===== config.mk =====
export PLATFORM = sky130hd
export DESIGN_NAME = ee_word_reader
export DESIGN_NICKNAME = d
export VERILOG_FILES = /design/src/rtl/ewr_pkg.sv /design/src/rtl/ewr_slot_timer.sv /design/src/rtl/ewr_sequencer.sv /design/src/rtl/ewr_shifter.sv /design/src/rtl/ee_word_reader.sv
export SDC_FILE = /design/constraint.sdc
export NUM_CORES = 1
export LEC_CHECK = 0
export ABC_AREA = 1
export BUFFER_PORTS_ARGS = -buffer_cell sky130_fd_sc_hd__clkbuf_2
export CORE_ASPECT_RATIO = 0.9
export CORE_MARGIN = 2
export CORE_UTILIZATION = 61
export CTS_CLUSTER_SIZE = 20
export DETAILED_ROUTE_END_ITERATION = 8
export GPL_ROUTABILITY_DRIVEN = 0
export PLACE_DENSITY = 0.84
export SLEW_MARGIN = 20
export SYNTH_ARGS = -nofsm -noshare
export SYNTH_HDL_FRONTEND = slang
export SYNTH_HIERARCHICAL = 1
export SYNTH_SLANG_ARGS = --single-unit
export TNS_END_PERCENT = 30

===== constraint.sdc =====
create_clock -name clk -period 3.79 [get_ports clk]
set_input_delay 0.1895 -clock clk [delete_from_list [all_inputs] [get_ports clk]]
set_output_delay 0.1895 -clock clk [all_outputs]
set_load 0.02 [all_outputs]

===== src/rtl/ewr_pkg.sv =====
package ewr_pkg;

   typedef enum logic [2:0] {
      ST_IDLE,
      ST_SEL,
      ST_LEAD,
      ST_CMD,
      ST_DATA,
      ST_TAIL
   } ewr_state_e;

endpackage


===== src/rtl/ewr_slot_timer.sv =====
module ewr_slot_timer
   import ewr_pkg::*;
#(
   parameter int TICK_CLKS = 4,
   parameter int HI_UNITS  = 3,
   parameter int LO_UNITS  = 2
) (
   input  logic       clk,
   input  logic       rst_n,
   input  ewr_state_e st,
   output logic       phase_hi,
   output logic       hi_end,
   output logic       slot_end
);

   localparam int SEL_CLKS  = TICK_CLKS;
   localparam int LEAD_CLKS = LO_UNITS * TICK_CLKS;
   localparam int HI_CLKS   = HI_UNITS * TICK_CLKS;
   localparam int SLOT_CLKS = (HI_UNITS + LO_UNITS) * TICK_CLKS;
   localparam int CNT_W     = $clog2(SLOT_CLKS);

   logic [CNT_W-1:0] cnt_q;
   logic [CNT_W-1:0] limit;

   always_comb begin
      case (st)
         ST_SEL:  limit = CNT_W'(SEL_CLKS - 1);
         ST_LEAD: limit = CNT_W'(LEAD_CLKS - 1);
         default: limit = CNT_W'(SLOT_CLKS - 1);
      endcase
   end

   assign slot_end = (cnt_q == limit);
   assign hi_end   = (cnt_q == CNT_W'(HI_CLKS - 1));
   assign phase_hi = (cnt_q < CNT_W'(HI_CLKS));

   always_ff @(posedge clk) begin
      if (!rst_n) begin
         cnt_q <= '0;
      end else if (st == ST_IDLE || slot_end) begin
         cnt_q <= '0;
      end else begin
         cnt_q <= cnt_q + 1'b1;
      end
   end

endmodule


===== src/rtl/ewr_sequencer.sv =====
module ewr_sequencer
   import ewr_pkg::*;
#(
   parameter int CMD_BITS  = 9,
   parameter int DATA_BITS = 16
) (
   input  logic       clk,
   input  logic       rst_n,
   input  logic       start_i,
   input  logic       hi_end,
   input  logic       slot_end,
   output ewr_state_e st,
   output logic       load_cmd,
   output logic       shift_cmd,
   output logic       sample,
   output logic       finish,
   output logic       done_o
);

   localparam int MAX_BITS = (CMD_BITS > DATA_BITS) ? CMD_BITS : DATA_BITS;
   localparam int BIT_W    = $clog2(MAX_BITS);

   ewr_state_e       st_q, st_d;
   logic [BIT_W-1:0] bit_q, bit_d;
   logic             done_q;

   assign st        = st_q;
   assign done_o    = done_q;
   assign load_cmd  = (st_q == ST_IDLE) && start_i;
   assign shift_cmd = (st_q == ST_CMD) && hi_end;
   assign sample    = (st_q == ST_DATA) && hi_end;
   assign finish    = (st_q == ST_TAIL) && slot_end;

   always_comb begin
      st_d  = st_q;
      bit_d = bit_q;
      case (st_q)
         ST_IDLE: if (start_i) st_d = ST_SEL;
         ST_SEL:  if (slot_end) st_d = ST_LEAD;
         ST_LEAD: if (slot_end) begin
            st_d  = ST_CMD;
            bit_d = '0;
         end
         ST_CMD: if (slot_end) begin
            if (bit_q == BIT_W'(CMD_BITS - 1)) begin
               st_d  = ST_DATA;
               bit_d = '0;
            end else begin
               bit_d = bit_q + 1'b1;
            end
         end
         ST_DATA: if (slot_end) begin
            if (bit_q == BIT_W'(DATA_BITS - 1)) begin
               st_d  = ST_TAIL;
               bit_d = '0;
            end else begin
               bit_d = bit_q + 1'b1;
            end
         end
         ST_TAIL: if (slot_end) st_d = ST_IDLE;
         default: st_d = ST_IDLE;
      endcase
   end

   always_ff @(posedge clk) begin
      if (!rst_n) begin
         st_q   <= ST_IDLE;
         bit_q  <= '0;
         done_q <= 1'b0;
      end else begin
         st_q   <= st_d;
         bit_q  <= bit_d;
         done_q <= finish;
      end
   end

endmodule


===== src/rtl/ewr_shifter.sv =====
module ewr_shifter #(
   parameter int                OP_W      = 3,
   parameter int                ADDR_W    = 6,
   parameter int                DATA_BITS = 16,
   parameter logic [OP_W-1:0]   READ_OP   = 3'b110
) (
   input  logic                 clk,
   input  logic                 rst_n,
   input  logic                 load_cmd,
   input  logic [ADDR_W-1:0]    addr_i,
   input  logic                 shift_cmd,
   input  logic                 sample,
   input  logic                 finish,
   input  logic                 ee_do_i,
   output logic                 cmd_msb,
   output logic [DATA_BITS-1:0] word_o
);

   localparam int CMD_BITS = OP_W + ADDR_W;

   logic [CMD_BITS-1:0]  cmd_q;
   logic [DATA_BITS-1:0] acc_q;
   logic [DATA_BITS-1:0] word_q;

   assign cmd_msb = cmd_q[CMD_BITS-1];
   assign word_o  = word_q;

   always_ff @(posedge clk) begin
      if (!rst_n) begin
         cmd_q <= '0;
      end else if (load_cmd) begin
         cmd_q <= {READ_OP, addr_i};
      end else if (shift_cmd) begin
         cmd_q <= {cmd_q[CMD_BITS-2:0], 1'b0};
      end
   end

   always_ff @(posedge clk) begin
      if (!rst_n) begin
         acc_q <= '0;
      end else if (sample) begin
         acc_q <= {acc_q[DATA_BITS-2:0], ee_do_i};
      end
   end

   always_ff @(posedge clk) begin
      if (!rst_n) begin
         word_q <= '0;
      end else if (finish) begin
         word_q <= acc_q;
      end
   end

endmodule


===== src/rtl/ee_word_reader.sv =====
module ee_word_reader
   import ewr_pkg::*;
#(
   parameter int              TICK_CLKS = 4,
   parameter int              HI_UNITS  = 3,
   parameter int              LO_UNITS  = 2,
   parameter int              OP_W      = 3,
   parameter int              ADDR_W    = 6,
   parameter int              DATA_W    = 16,
   parameter logic [OP_W-1:0] READ_OP   = 3'b110
) (
   input  logic              clk,
   input  logic              rst_n,
   input  logic              start_i,
   input  logic [ADDR_W-1:0] addr_i,
   output logic              busy_o,
   output logic              done_o,
   output logic [DATA_W-1:0] word_o,
   output logic              ee_cs_o,
   output logic              ee_sk_o,
   output logic              ee_di_o,
   input  logic              ee_do_i
);

   localparam int CMD_BITS = OP_W + ADDR_W;

   initial begin
      assert (TICK_CLKS >= 1) else $error("TICK_CLKS must be at least 1");
      assert (HI_UNITS >= 1)  else $error("HI_UNITS must be at least 1");
      assert (LO_UNITS >= 1)  else $error("LO_UNITS must be at least 1");
      assert (CMD_BITS >= 2)  else $error("command must be at least 2 bits");
      assert (DATA_W >= 2)    else $error("DATA_W must be at least 2");
   end

   ewr_state_e st;
   logic       phase_hi, hi_end, slot_end;
   logic       load_cmd, shift_cmd, sample, finish;
   logic       cmd_msb;

   ewr_slot_timer #(
      .TICK_CLKS(TICK_CLKS),
      .HI_UNITS (HI_UNITS),
      .LO_UNITS (LO_UNITS)
   ) u_timer (
      .clk     (clk),
      .rst_n   (rst_n),
      .st      (st),
      .phase_hi(phase_hi),
      .hi_end  (hi_end),
      .slot_end(slot_end)
   );

   ewr_sequencer #(
      .CMD_BITS (CMD_BITS),
      .DATA_BITS(DATA_W)
   ) u_seq (
      .clk      (clk),
      .rst_n    (rst_n),
      .start_i  (start_i),
      .hi_end   (hi_end),
      .slot_end (slot_end),
      .st       (st),
      .load_cmd (load_cmd),
      .shift_cmd(shift_cmd),
      .sample   (sample),
      .finish   (finish),
      .done_o   (done_o)
   );

   ewr_shifter #(
      .OP_W     (OP_W),
      .ADDR_W   (ADDR_W),
      .DATA_BITS(DATA_W),
      .READ_OP  (READ_OP)
   ) u_shift (
      .clk      (clk),
      .rst_n    (rst_n),
      .load_cmd (load_cmd),
      .addr_i   (addr_i),
      .shift_cmd(shift_cmd),
      .sample   (sample),
      .finish   (finish),
      .ee_do_i  (ee_do_i),
      .cmd_msb  (cmd_msb),
      .word_o   (word_o)
   );

   assign busy_o  = (st != ST_IDLE);
   assign ee_cs_o = (st == ST_SEL) || (st == ST_LEAD) ||
                    (st == ST_CMD) || (st == ST_DATA);
   assign ee_sk_o = ((st == ST_CMD) || (st == ST_DATA) || (st == ST_TAIL)) && phase_hi;
   assign ee_di_o = ((st == ST_LEAD) || (st == ST_CMD)) && cmd_msb;

endmodule


==> impl_summary.md, run 1 <==
Clock tree
Counting every sink on the clock net gives between 50 and 60. Clock tree synthesis inserted a total of 5 buffers. After clock tree synthesis, the clock-pin slew on the worst setup and hold paths is roughly 100 ps. The number of gates resized after CTS is 0. The clock passes through at most 2 buffers. The number of setup buffers added after CTS is 0.

For the worst-skew pair, the clock arrives at the later sink with an insertion delay of 310 ps. The tree is rooted in a sky130_fd_sc_hd__clkbuf_8. TritonCTS built the clock tree. The count of hold-fix buffers inserted at cts is 0. The number of levels the H-tree was split into is 2.

Synthesis
The share of synthesized area in the top cell type comes to 0.450. The cell area that synthesis handed to floorplanning was approximately 2400 um2. The count of yosys warnings during synthesis is 6. The number of flip-flops and latches in the synthesized netlist is 54. The share of the Yosys chip area taken by registers is 0.450. The post-synthesis cell type count is 26. Synthesis handed over a netlist of around 340 instances. In the post-synthesis netlist, the biggest area contributors are sky130_fd_sc_hd__dfxtp_1, sky130_fd_sc_hd__nor2_1, sky130_fd_sc_hd__nand2_1.

The net count after synthesis is 351. sky130_fd_sc_hd__dfxtp_1 takes more of the synthesized area than any other cell. The mean area per synthesized cell is 7.11 um2.

Die
The die covers 4460 um2. After floorplanning, the core was sized to cover between 3000 and 4000 um2. The horizontal die dimension is 70.2 um.

For this design the top-level I/O count stands at 31. Row generation in the floorplan step produced 21 rows. The initial utilization of the core area, before any placement, comes to 0.640. The die is around 64 um tall.

Routing
The pre-antenna-repair detailed-routing pass consisted of 4 iterations. The first routing iteration left 93 violations. The number of vias after detailed routing is 2,088. The detailed-route vias per instance is approximately 5.1. Dividing the detail-routed wire length by the instance count gives roughly 11 um. The count of nets left with antenna violations once routing finished came out at 0. The final routed DRC violation total is 0. The total length of routed wires is approximately 4.5 mm.

Placed design
The pre-CTS setup slack is roughly 1600 ps. The number of buffers added on ports is 30. Detailed placement ended at an HPWL of 2.90 mm. The total cell area at the placement stage is around 2500 um2. Including well taps, the total number of placed cells is 404.

Worst hold path
The worst hold path begins at addr_i[0]. The end point of the worst hold path is u_shift/cmd_q[0]$_SDFFE_PN0P_. Counting instances, the worst hold path has a depth of 3. The class of the tightest hold or removal check is primary input to flip-flop.

Worst setup path
The reg-to-reg critical path startpoint is u_seq/st[1]$_SDFFE_PN0P_. The endpoint identified for the worst register-to-register timing path is u_shift/word_o[15]$_SDFFE_PN0P_. The data required time of the critical path is about 4000 ps.

The worst setup slack for register-to-register paths is around 1600 ps. The element type at the critical path end is a flip-flop. Counting cells, the worst reg-to-reg path comes to 12. Data on the critical path arrives at its endpoint at approximately 2400 ps. STA classifies the critical path startpoint as a flip-flop. The maximum fanout along the worst path is 17. The setup path with the least slack is of type flip-flop to flip-flop.

Flow run
Max-cap violations in this run came to 0.

Timing
Once routing completed, OpenROAD measured the worst setup slack at between 1500 and 2000 ps. Setup violations remaining at the end of the flow were counted as 0. The final number of hold-violating endpoints came to 0. The measured slew at the worst slew-check pin is ~850 ps. The post-route clock period utilization is 0.582.

The number of max-slew violations in the final report is 0. The max-slew headroom at the worst pin is 0.430. Hold is met by 106 ps. The maximum clock skew at final layout is between 4 and 5 ps.

Derived from the worst setup path, the maximum achievable clock frequency is between 0.4 and 0.5 GHz. Setup repair after global routing left no endpoint under its margin. The time the worst path needs with I/O delays and setup is ~2200 ps.

The total negative setup slack is 0 ps.

Power and ir drop
The power density over the cells is slightly below 600 nW/um2. For this design the static power due to leakage is 1.35 nW. The worst voltage drop across the vdd grid is around 0.29 mV. The total power consumption of the routed design is around 1.6 mW.

Layout
The area overhead of the layout relative to synthesis is 10.5%. Once layout is complete, the utilization of the core stands at 0.707. The final instance count without filler cells is around 410. The final layout contains between 300 and 400 nets. The fraction of layout cells with a size suffix above 1 is 0.169. The total non-filler cell area in the finished layout is 2660 um2. The count of antenna diodes in the layout is 0.

Global routing
For this run, the total global-route usage over all layers was measured as 0.219. The pin count of the biggest net entering global routing is 45. The via count of the first global-routing pass is 1,857. Summed over all layers, the global routing overflow is 0.

The initial antenna violation count is 0. The first global-routing pass estimated roughly 8 mm of wire.

Outcome
The run finished with clean final reports.
==> synthesized netlist by cell type <==
cell type and instances:
sky130_fd_sc_hd__nand2_4 2, sky130_fd_sc_hd__and3_2 1, sky130_fd_sc_hd__o21ai_0 33, sky130_fd_sc_hd__dfxtp_1 54
sky130_fd_sc_hd__nand2_1 54, sky130_fd_sc_hd__o21a_1 1, sky130_fd_sc_hd__or2_1 1, sky130_fd_sc_hd__nor4_1 1
sky130_fd_sc_hd__nor3_1 2, sky130_fd_sc_hd__a21oi_1 13, sky130_fd_sc_hd__inv_1 28, sky130_fd_sc_hd__nor2_1 86
sky130_fd_sc_hd__ha_1 3, sky130_fd_sc_hd__buf_2 4, sky130_fd_sc_hd__a21oi_2 1, sky130_fd_sc_hd__nand3_1 22
sky130_fd_sc_hd__buf_4 4, sky130_fd_sc_hd__nor2_4 2, sky130_fd_sc_hd__inv_2 7, sky130_fd_sc_hd__xnor2_1 1
sky130_fd_sc_hd__buf_6 3, sky130_fd_sc_hd__xor2_1 3, sky130_fd_sc_hd__nand2_2 6, sky130_fd_sc_hd__nand4_1 2
sky130_fd_sc_hd__nor2_2 3, sky130_fd_sc_hd__nand3_2 1
==> registers in the layout, summed over array words and instances, names as in the netlist <==
register / flops
u_shift/cmd_q: 9
u_timer/cnt_q: 5
u_shift/word_o: 16
u_seq/st: 3
u_seq/bit_q: 4
u_seq/done_o: 1
u_shift/acc_q: 16
==> worst max-delay path, cell delays in order (launching register included) <==
cell and delay (ps):
sky130_fd_sc_hd__dfxtp_1 610, sky130_fd_sc_hd__nand3_1 180, sky130_fd_sc_hd__nand2_1 90, sky130_fd_sc_hd__nand2_1 70, sky130_fd_sc_hd__nor2_2 100, sky130_fd_sc_hd__nand2_2 80, sky130_fd_sc_hd__inv_1 110, sky130_fd_sc_hd__inv_1 100
sky130_fd_sc_hd__nor3_1 190, sky130_fd_sc_hd__buf_4 240, sky130_fd_sc_hd__inv_2 140, sky130_fd_sc_hd__nor2_1 130, sky130_fd_sc_hd__nor2_1 60
==> worst max path at each step <==
stage	start	depth (start not counted)	end	slack (ps)
3_3_place_gp	u_seq/st[1]$_SDFFE_PN0P_	6	u_shift/acc_q[1]$_SDFFE_PN0P_	1670
6_report	u_seq/st[1]$_SDFFE_PN0P_	12	u_shift/word_o[15]$_SDFFE_PN0P_	1580
3_5_place_dp	u_seq/st[1]$_SDFFE_PN0P_	6	u_shift/acc_q[4]$_SDFFE_PN0P_	1610
4_1_cts	u_timer/cnt_q[0]$_SDFF_PP0_	8	u_shift/acc_q[6]$_SDFFE_PN0P_	1580
5_1_grt	u_seq/st[1]$_SDFFE_PN0P_	6	u_shift/acc_q[14]$_SDFFE_PN0P_	1260
2_1_floorplan	u_seq/st[1]$_SDFFE_PN0P_	14	u_shift/word_o[10]$_SDFFE_PN0P_	1670
==> power by group <==
part | internal, mW | switching (mW) | total, mW
registers | 0.616 | 0.0667 | 0.683
logic | 0.162 | 0.312 | 0.474
clock network | 0.217 | 0.192 | 0.409
total | 0.995 | 0.571 | 1.57
==> metal layers <==
layer	wire length [um]	global-route usage
met5	0	0
met4	68	0.0793
met3	173	0.0592
met2	2080	0.363
met1	2170	0.275
==> cell usage in the layout, fill, tap and decap left out <==
cell | netlist | layout
sky130_fd_sc_hd__xnor2_1 | 1 | 1
sky130_fd_sc_hd__nor2_4 | 2 | 2
sky130_fd_sc_hd__nand4_1 | 2 | 2
sky130_fd_sc_hd__dfxtp_1 | 54 | 54
sky130_fd_sc_hd__a21oi_1 | 13 | 13
sky130_fd_sc_hd__or2_1 | 1 | 1
sky130_fd_sc_hd__nand3_1 | 22 | 22
sky130_fd_sc_hd__nor2_2 | 3 | 3
sky130_fd_sc_hd__ha_1 | 3 | 3
sky130_fd_sc_hd__clkbuf_8 | 0 | 6
sky130_fd_sc_hd__o21ai_0 | 33 | 33
sky130_fd_sc_hd__o21a_1 | 1 | 1
sky130_fd_sc_hd__inv_1 | 28 | 28
sky130_fd_sc_hd__buf_4 | 4 | 1
sky130_fd_sc_hd__nor3_1 | 2 | 2
sky130_fd_sc_hd__nor2_1 | 86 | 86
sky130_fd_sc_hd__nand2_1 | 54 | 54
sky130_fd_sc_hd__nor4_1 | 1 | 1
sky130_fd_sc_hd__bufinv_16 | 0 | 1
sky130_fd_sc_hd__a21oi_2 | 1 | 1
sky130_fd_sc_hd__clkbuf_2 | 0 | 30
sky130_fd_sc_hd__inv_2 | 7 | 7
sky130_fd_sc_hd__nand2_2 | 6 | 6
sky130_fd_sc_hd__inv_6 | 0 | 1
sky130_fd_sc_hd__nand2_4 | 2 | 2
sky130_fd_sc_hd__xor2_1 | 3 | 3
sky130_fd_sc_hd__and3_2 | 1 | 1
sky130_fd_sc_hd__nand3_2 | 1 | 1
==> final cells by class <==
class                      instances  area, um2
multi-input combinational        238       1110
fill                             314       1100
sequential                        54       1080
timing repair buffer              31        158
inverter                          35        131
clock buffer                       6       82.6
tap                               46       57.6
clock inverter                     2       38.8
==> cell families (layout without fill, tap and decap cells) <==
group | Yosys count | in the layout | share of synthesized area
flip-flops | 54 | 54 | 0.450
buffers and inverters | 46 | 74 | 0.0895
adder cells (fa/ha/maj) | 3 | 3 | 0.0156
XOR/XNOR | 4 | 4 | 0.0146
AND/OR/NAND/NOR | 183 | 183 | 0.328
AO/OA/AOI/OAI | 48 | 48 | 0.102
(Power assumes the default switching activity.)
==> inputs of run 2 (changes only) <==
- CORE_UTILIZATION: 61 -> 51
- PLACE_DENSITY: 0.84 -> 0.75
- clock period: 3.79 -> 1.78 ns (I/O delays scaled with it)
==> impl_summary.md, run 2 (synthesis gave the netlist of run 1 again) <==
Worst setup path
STA classifies the critical path endpoint as a flip-flop. The data required time of the critical path is 2020 ps (-1980 ps). The number of cell instances on the worst register-to-register path is 13 (+1).

Walking the worst path, the cells encountered are ha_4 -> inv_1 -> nor2_1 -> nand2_1 -> nor2_2 -> nand2_2 -> inv_2 -> inv_2 -> nor3_4 -> buf_6 -> buf_6 -> o21ai_0 -> nor2_1. The slowest stage of the critical path belongs to the cell sky130_fd_sc_hd__dfxtp_2. The critical path's largest stage delay is 370 ps (-240 ps). Tracing the worst setup path back leads to its startpoint at u_timer/cnt_q[0]$_SDFF_PP0_. The reg-to-reg critical path startpoint is u_timer/cnt_q[0]$_SDFF_PP0_. The arrival time at the worst endpoint came to 1900 ps (-520 ps). The class of the most critical setup path is flip-flop to flip-flop. The launching element type of the critical path is a flip-flop.

The maximum fanout along the worst path is 6 (-11).

Layout
The count of antenna diodes in the layout is 0 (unchanged). The fraction of layout cells with a size suffix above 1 came to 0.230 (+0.0604). The fill cell instance count of the final layout is 426 (+36%). The area growth from synthesis to layout is 18.6%. The multi-input combinational cell area is 1140 um2 (+2.9%). The library cell used most frequently in the layout, excluding fill and tap cells, is sky130_fd_sc_hd__nor2_1. The sequential standard cell area came to 1090 um2 (+1.0%).

The number of nets in the final layout came to 395 (+4.5%). In the layout the commonest cells are sky130_fd_sc_hd__nor2_1, sky130_fd_sc_hd__nand2_1, sky130_fd_sc_hd__dfxtp_1. The post-layout utilization of the core is 0.635 (-0.0721).

Worst hold path
The start point of the worst min-delay path is ee_do_i. The tightest min-delay check is of the primary input to flip-flop type. The worst hold path depth is 3 (unchanged).

Routing
The violation count after the first detailed-routing iteration is 90 (-3.2%). The post-route antenna net violation count is 0 (unchanged). The detailed route wirelength on metal2 is 2.41 mm (+16%).

The amount of wire on met3 after detailed routing is 149 um (-14%). The final routed DRC violation total is 0 (unchanged). The uppermost metal layer occupied by signal nets is met4.

The detailed-route vias per instance is 4.91 (-3.2%). The met1 wire length is 2.38 mm (+9.8%). The number of iterations in the first detailed-routing pass is 4 (unchanged).

The number of vias after detailed routing was 2,183 (+4.5%). The average wire per standard cell is 11.2 um (+3.1%). The total length of routed wires is 5.00 mm (+11%).

Die
The horizontal die dimension was 76.4 um (+8.8%). The starting density of the core is 0.536 (-0.104). The full die area is 5280 um2 (+18%). The count of boundary I/O pins is 31 (unchanged). The area of the core was 4490 um2 (+19%). The y dimension of the die is 69.1 um (+8.8%).

The row count is 23 (+9.5%).

Timing
The post-route clock period utilization came to 0.932 (+0.349). The final number of hold-violating endpoints was 0 (unchanged). The total negative setup slack came to 0 ps (unchanged).

The max-slew headroom at the worst pin is 0.717 (+0.287). The time the worst path needs with I/O delays and setup came to 1660 ps (-549 ps). The number of max-slew violations in the final report is 0 (unchanged).

The maximum clock skew at final layout is 3.49 ps (-1.26 ps). The maximum operating frequency came to 0.603 GHz (+33%). The number of endpoints failing setup at the final stage came to 0 (unchanged). The measured slew at the worst slew-check pin is 425 ps (-427 ps).

Clock tree
The number of clock sinks is 54 (unchanged). The clock-pin slew on the worst setup and hold paths is 90 ps (about the same). The buffer levels on the longest clock path came to 2 (unchanged). The count of hold-fix buffers inserted at cts is 0 (unchanged).

TritonCTS built the clock tree. The latest clock arrival within the worst-skew pair came to 300 ps (about the same). The clock root buffer is sky130_fd_sc_hd__clkbuf_8.

The number of buffers added by the clock tree synthesis step is 5 (unchanged). The number of levels the H-tree was split into is 2 (unchanged).

Power and ir drop
The total power consumption of the routed design is 3.43 mW (+120%). The worst voltage drop across the vdd grid is 0.563 mV (+91%). The static leakage is 1.44 nW (+6.8%). The power density over the cells was 1200 nW/um2 (+100%).

Global routing
The final global-route overflow total is 0 (unchanged). The global-route total usage across every layer came to 0.191 (-0.0281). The via count of the first global-routing pass is 2,011 (+8.3%). The pin count of the biggest net entering global routing came to 25 (-44%). The initial antenna violation count is 0 (unchanged).

The global-route wire length before repair was 8.35 mm (+5.7%).

Outcome
The flow ran to the end, and the final reports show no timing, DRC or antenna violations.

Placed design
The half-perimeter wire length after placement is 3.44 mm (+19%). The number of buffers added on ports is 30 (unchanged).

Flow run
The number of max-cap violations is 0 (unchanged).
-- run 2: changes by cell type in the layout (fill, tap and decap cells not counted), sizes merged --
cell / delta
inv: -1
buf: +17
clkbuf: +1
-- run 2: repair_timing --
item | CTS | global route
buffers inserted | 0 | 4
setup endpoints to repair | 0 | 35
endpoints found under the hold margin | 0 | 0
resized for setup | 0 | 18
-- run 2: cell type report --
class / count / area share
timing repair buffer: 48 / 0.105
clock buffer: 7 / 0.0268
tap: 62 / 0.0272
sequential: 54 / 0.383
inverter: 35 / 0.0470
clock inverter: 1 / 0.0105
multi-input combinational: 238 / 0.400
-- run 2: through the flow --
stage / cells / worst slack (ps) / hold slack [ps] / cell area (um2)
5_1_grt: 445 / -1.86 / 17.9 / 2850
4_1_cts: 440 / 73.3 / 6.04 / 2770
6_report: 445 / 122 / 11.0 / 2850
2_1_floorplan: 338 / 33.7 / 202 / 2420
3_5_place_dp: 432 / 106 / 331 / 2660
3_3_place_gp: 432 / 147 / 320 / 2660
-- run 2: power breakdown --
group          switching, mW  internal (mW)
sequential            0.0799           1.33
combinational          0.780          0.436
clock                  0.377          0.421
total                   1.24           2.19
-- run 2: critical path, delay by kind of cell (launching register included) --
kind / cells / cell delay, ps
simple gates: 6 / 580
buf+inv: 5 / 450
flops: 1 / 370
fa+ha+maj: 1 / 130
compound gates: 1 / 90
-- run 2: worst paths after layout --
check                                                      end  slack, ps
worst max-delay path            u_shift/word_o[7]$_SDFFE_PN0P_        120
worst max register to register  u_shift/word_o[7]$_SDFFE_PN0P_        120
worst min register to register     u_timer/cnt_q[0]$_SDFF_PP0_        440
worst min-delay path             u_shift/acc_q[0]$_SDFFE_PN0P_         10
-- run 2: metal layers --
layer,up-vias,GRT usage
met5,-,0
met4,0,0.0727
met3,4,0.0380
met2,36,0.331
met1,993,0.234
li1,1150,-
==> inputs of run 3 (changes only) <==
- PLACE_DENSITY: 0.75 -> 0.72
==> impl_summary.md, run 3 (synthesis gave the netlist of run 1 again) <==
Worst setup path
Following the worst setup path forward leads to its endpoint at u_shift/word_o[3]$_SDFFE_PN0P_. The arrival time at the worst endpoint is 1900 ps (about the same). The class of the most critical setup path is flip-flop to flip-flop. The worst setup path is captured at a flip-flop. The reg-to-reg critical path startpoint is u_timer/cnt_q[0]$_SDFF_PP0_. The number of cell instances on the worst register-to-register path is 12 (-1). The maximum fanout along the worst path came to 9 (+3). The data required time of the critical path was 2030 ps (about the same). The critical path startpoint is u_timer/cnt_q[0]$_SDFF_PP0_. The worst setup slack for register-to-register paths was 140 ps (about the same). The endpoint of the worst register-to-register path is u_shift/word_o[3]$_SDFFE_PN0P_.

The launching element type of the critical path is a flip-flop.

Timing
The measured slew at the worst slew-check pin is 361 ps (-64.0 ps). The total negative setup slack is 0 ps (unchanged). The maximum clock skew at final layout came to 11.3 ps (+7.76 ps). The max-slew headroom at the worst pin was 0.757 (+0.0405). The final number of hold-violating endpoints came to 0 (unchanged). Setup repair after global routing could not meet its margin everywhere. The number of max-slew violations in the final report is 0 (unchanged). The maximum operating frequency was 0.608 GHz (+0.90%).

The post-route clock period utilization was 0.923 (-0.00830). The number of endpoints failing setup at the final stage is 0 (unchanged). The time the worst path needs with I/O delays and setup was 1640 ps (-14.8 ps).

Routing
The post-route antenna net violation count is 0 (unchanged). The average wire per standard cell is 10.8 um (-4.0%). The violation count after the first detailed-routing iteration is 122 (+36%). The final routed DRC violation total is 0 (unchanged). The total length of routed wires came to 4.73 mm (-5.3%). The detailed-route vias per instance was 4.82 (-1.8%). The number of vias after detailed routing is 2,114 (-3.2%). The number of iterations in the first detailed-routing pass was 7 (+3).

Layout
Leaving out fill and tap cells, the most frequent cells in the layout are sky130_fd_sc_hd__nor2_1, sky130_fd_sc_hd__nand2_1, sky130_fd_sc_hd__dfxtp_1. The fraction of layout cells with a size suffix above 1 is 0.210 (-0.0202). The final instance count without filler cells is 439 (-1.3%).

The area overhead of the layout relative to synthesis is 15.9%. The post-layout utilization of the core came to 0.621 (-0.0145). The fill cell instance count of the final layout was 437 (+2.6%). The number of nets in the final layout is 389 (-1.5%). Leaving out fill and tap cells, the most frequent cell in the layout is sky130_fd_sc_hd__nor2_1. The count of antenna diodes in the layout is 0 (unchanged).

Power and ir drop
The worst voltage drop across the vdd grid is 0.644 mV (+14%). The internal power summed over all cells came to 2.19 mW (about the same). The net switching share of the total power is 0.363 (+0.00235). The register share of total power is 0.403 (-0.009). The combinational cell fraction of total power is 0.344 (-0.011).

The power density over the cells is 1230 nW/um2 (+2.7%). The net switching power is 1.25 mW (+0.97%). The static leakage was 1.42 nW (-1.8%). The share of total power in the clock network is 0.253 (+0.020).

Clock tree
The clock-pin slew on the worst setup and hold paths is 90 ps (about the same). The clock root buffer is sky130_fd_sc_hd__clkbuf_8. The buffer levels on the longest clock path is 2 (unchanged). The number of clock sinks is 54 (unchanged). The number of buffers inserted to repair setup after CTS is 0 (unchanged). The CTS tree is done. The latest clock arrival within the worst-skew pair came to 310 ps (about the same).

The number of buffers added by the clock tree synthesis step is 5 (unchanged). The number of levels the H-tree was split into is 2 (unchanged).

Outcome
The flow ran to the end, and the final reports show no timing, DRC or antenna violations.

Placed design
The number of buffers added on ports was 30 (unchanged). The number of instances in the placed design is 429 (-0.69%). The half-perimeter wire length after placement is 3.27 mm (-5.1%).

Die
The count of boundary I/O pins was 31 (unchanged). The starting density of the core is 0.536 (unchanged). The row count is 23 (unchanged). The y dimension of the die is 69.1 um (unchanged). The horizontal die dimension came to 76.4 um (unchanged). The area of the core is 4490 um2 (unchanged). The full die area is 5280 um2 (unchanged).

Global routing
The final global-route overflow total is 0 (unchanged). The global-route total usage across every layer was 0.186 (-0.00553). The initial antenna violation count came to 0 (unchanged). The via count of the first global-routing pass is 1,835 (-8.8%).

The global-route wire length before repair is 8.14 mm (-2.6%). The pin count of the biggest net entering global routing is 41 (+64%).

Flow run
The number of max-cap violations is 0 (unchanged).

Worst hold path
The class of the tightest hold or removal check is primary input to flip-flop.
## run 3: changes by cell type in the layout (fill, tap and decap cells not counted), moves of 2 or more
| cell | previous run | this run |
|---|---|---|
| sky130_fd_sc_hd__dfxtp_4 | 2 | 0 |
| sky130_fd_sc_hd__buf_6 | 4 | 0 |
| sky130_fd_sc_hd__o21ai_0 | 31 | 33 |
| sky130_fd_sc_hd__buf_4 | 14 | 10 |
| sky130_fd_sc_hd__clkbuf_1 | 2 | 0 |
| sky130_fd_sc_hd__dlygate4sd3_1 | 0 | 2 |
## run 3: what timing repair did
action | CTS | global route
setup endpoints to repair | 0 | 21
hold buffers | 2 | 0
gates resized for setup | 0 | 5
hold endpoints to repair | 2 | 0
## run 3: power by group through the flow
stage,registers (mW),clock network (mW),logic [mW]
after global placement,1.41,0,1.15
after global routing,1.40,0.930,1.35
after CTS,1.38,0.899,1.18
after floorplan,1.45,0,0.842
final,1.38,0.871,1.18
after detailed placement,1.41,0,1.17
## run 3: per-stage QoR
stage | area (um2) | setup slack [ps] | hold WS (ps) | power [mW]
global route | 2790 | -34.6 | 62.6 | 3.68
global placement | 2640 | 118 | 321 | 2.56
floorplan | 2420 | 33.7 | 202 | 2.30
CTS | 2780 | 14.1 | 29.5 | 3.46
detailed placement | 2640 | 46.7 | 324 | 2.58
finish | 2790 | 137 | 43.3 | 3.44
## run 3: worst min path at each step
| stage | from | to | slack, ps | depth (start not counted) |
|---|---|---|---|---|
| 6_report | rst_n | u_seq/st[0]$_SDFFE_PN0P_ | 40 | 3 |
| 5_1_grt | rst_n | u_seq/st[1]$_SDFFE_PN0P_ | 60 | 3 |
| 4_1_cts | rst_n | u_seq/st[0]$_SDFFE_PN0P_ | 30 | 3 |
| 3_5_place_dp | ee_do_i | u_shift/acc_q[0]$_SDFFE_PN0P_ | 320 | 3 |
| 3_3_place_gp | ee_do_i | u_shift/acc_q[0]$_SDFFE_PN0P_ | 320 | 3 |
| 2_1_floorplan | rst_n | u_seq/st[1]$_SDFFE_PN0P_ | 200 | 2 |
## run 3: critical path: stages (launching register included)
cell and delay (ps):
sky130_fd_sc_hd__dfxtp_2 350, sky130_fd_sc_hd__ha_2 170, sky130_fd_sc_hd__inv_1 50, sky130_fd_sc_hd__nor2_1 80
sky130_fd_sc_hd__nand2_1 70, sky130_fd_sc_hd__nor2_2 90, sky130_fd_sc_hd__nand2_2 90, sky130_fd_sc_hd__inv_2 100
sky130_fd_sc_hd__inv_4 50, sky130_fd_sc_hd__nor3_4 150, sky130_fd_sc_hd__buf_4 190, sky130_fd_sc_hd__o21ai_0 100
sky130_fd_sc_hd__nor2_1 110
## run 3: metal layers
layer  wire [um]  part of all wire  vias up  GRT usage
met5           0                 0        -          0
li1            -                 -     1132          -
met2        2030              0.43       46      0.270
met1        2460              0.52      931      0.270
met3         200             0.042        5     0.0406
met4          42            0.0089        0     0.0667
## run 3: final cells by class
class,instances,area (um2),share of cell area
Clock buffer,6,82.6,0.0296
Clock inverter,2,38.8,0.0139
Inverter,35,134,0.0480
Multi-Input combinational cell,238,1120,0.403
Sequential cell,54,1090,0.390
Tap cell,62,77.6,0.0278
Timing Repair Buffer,42,245,0.0880
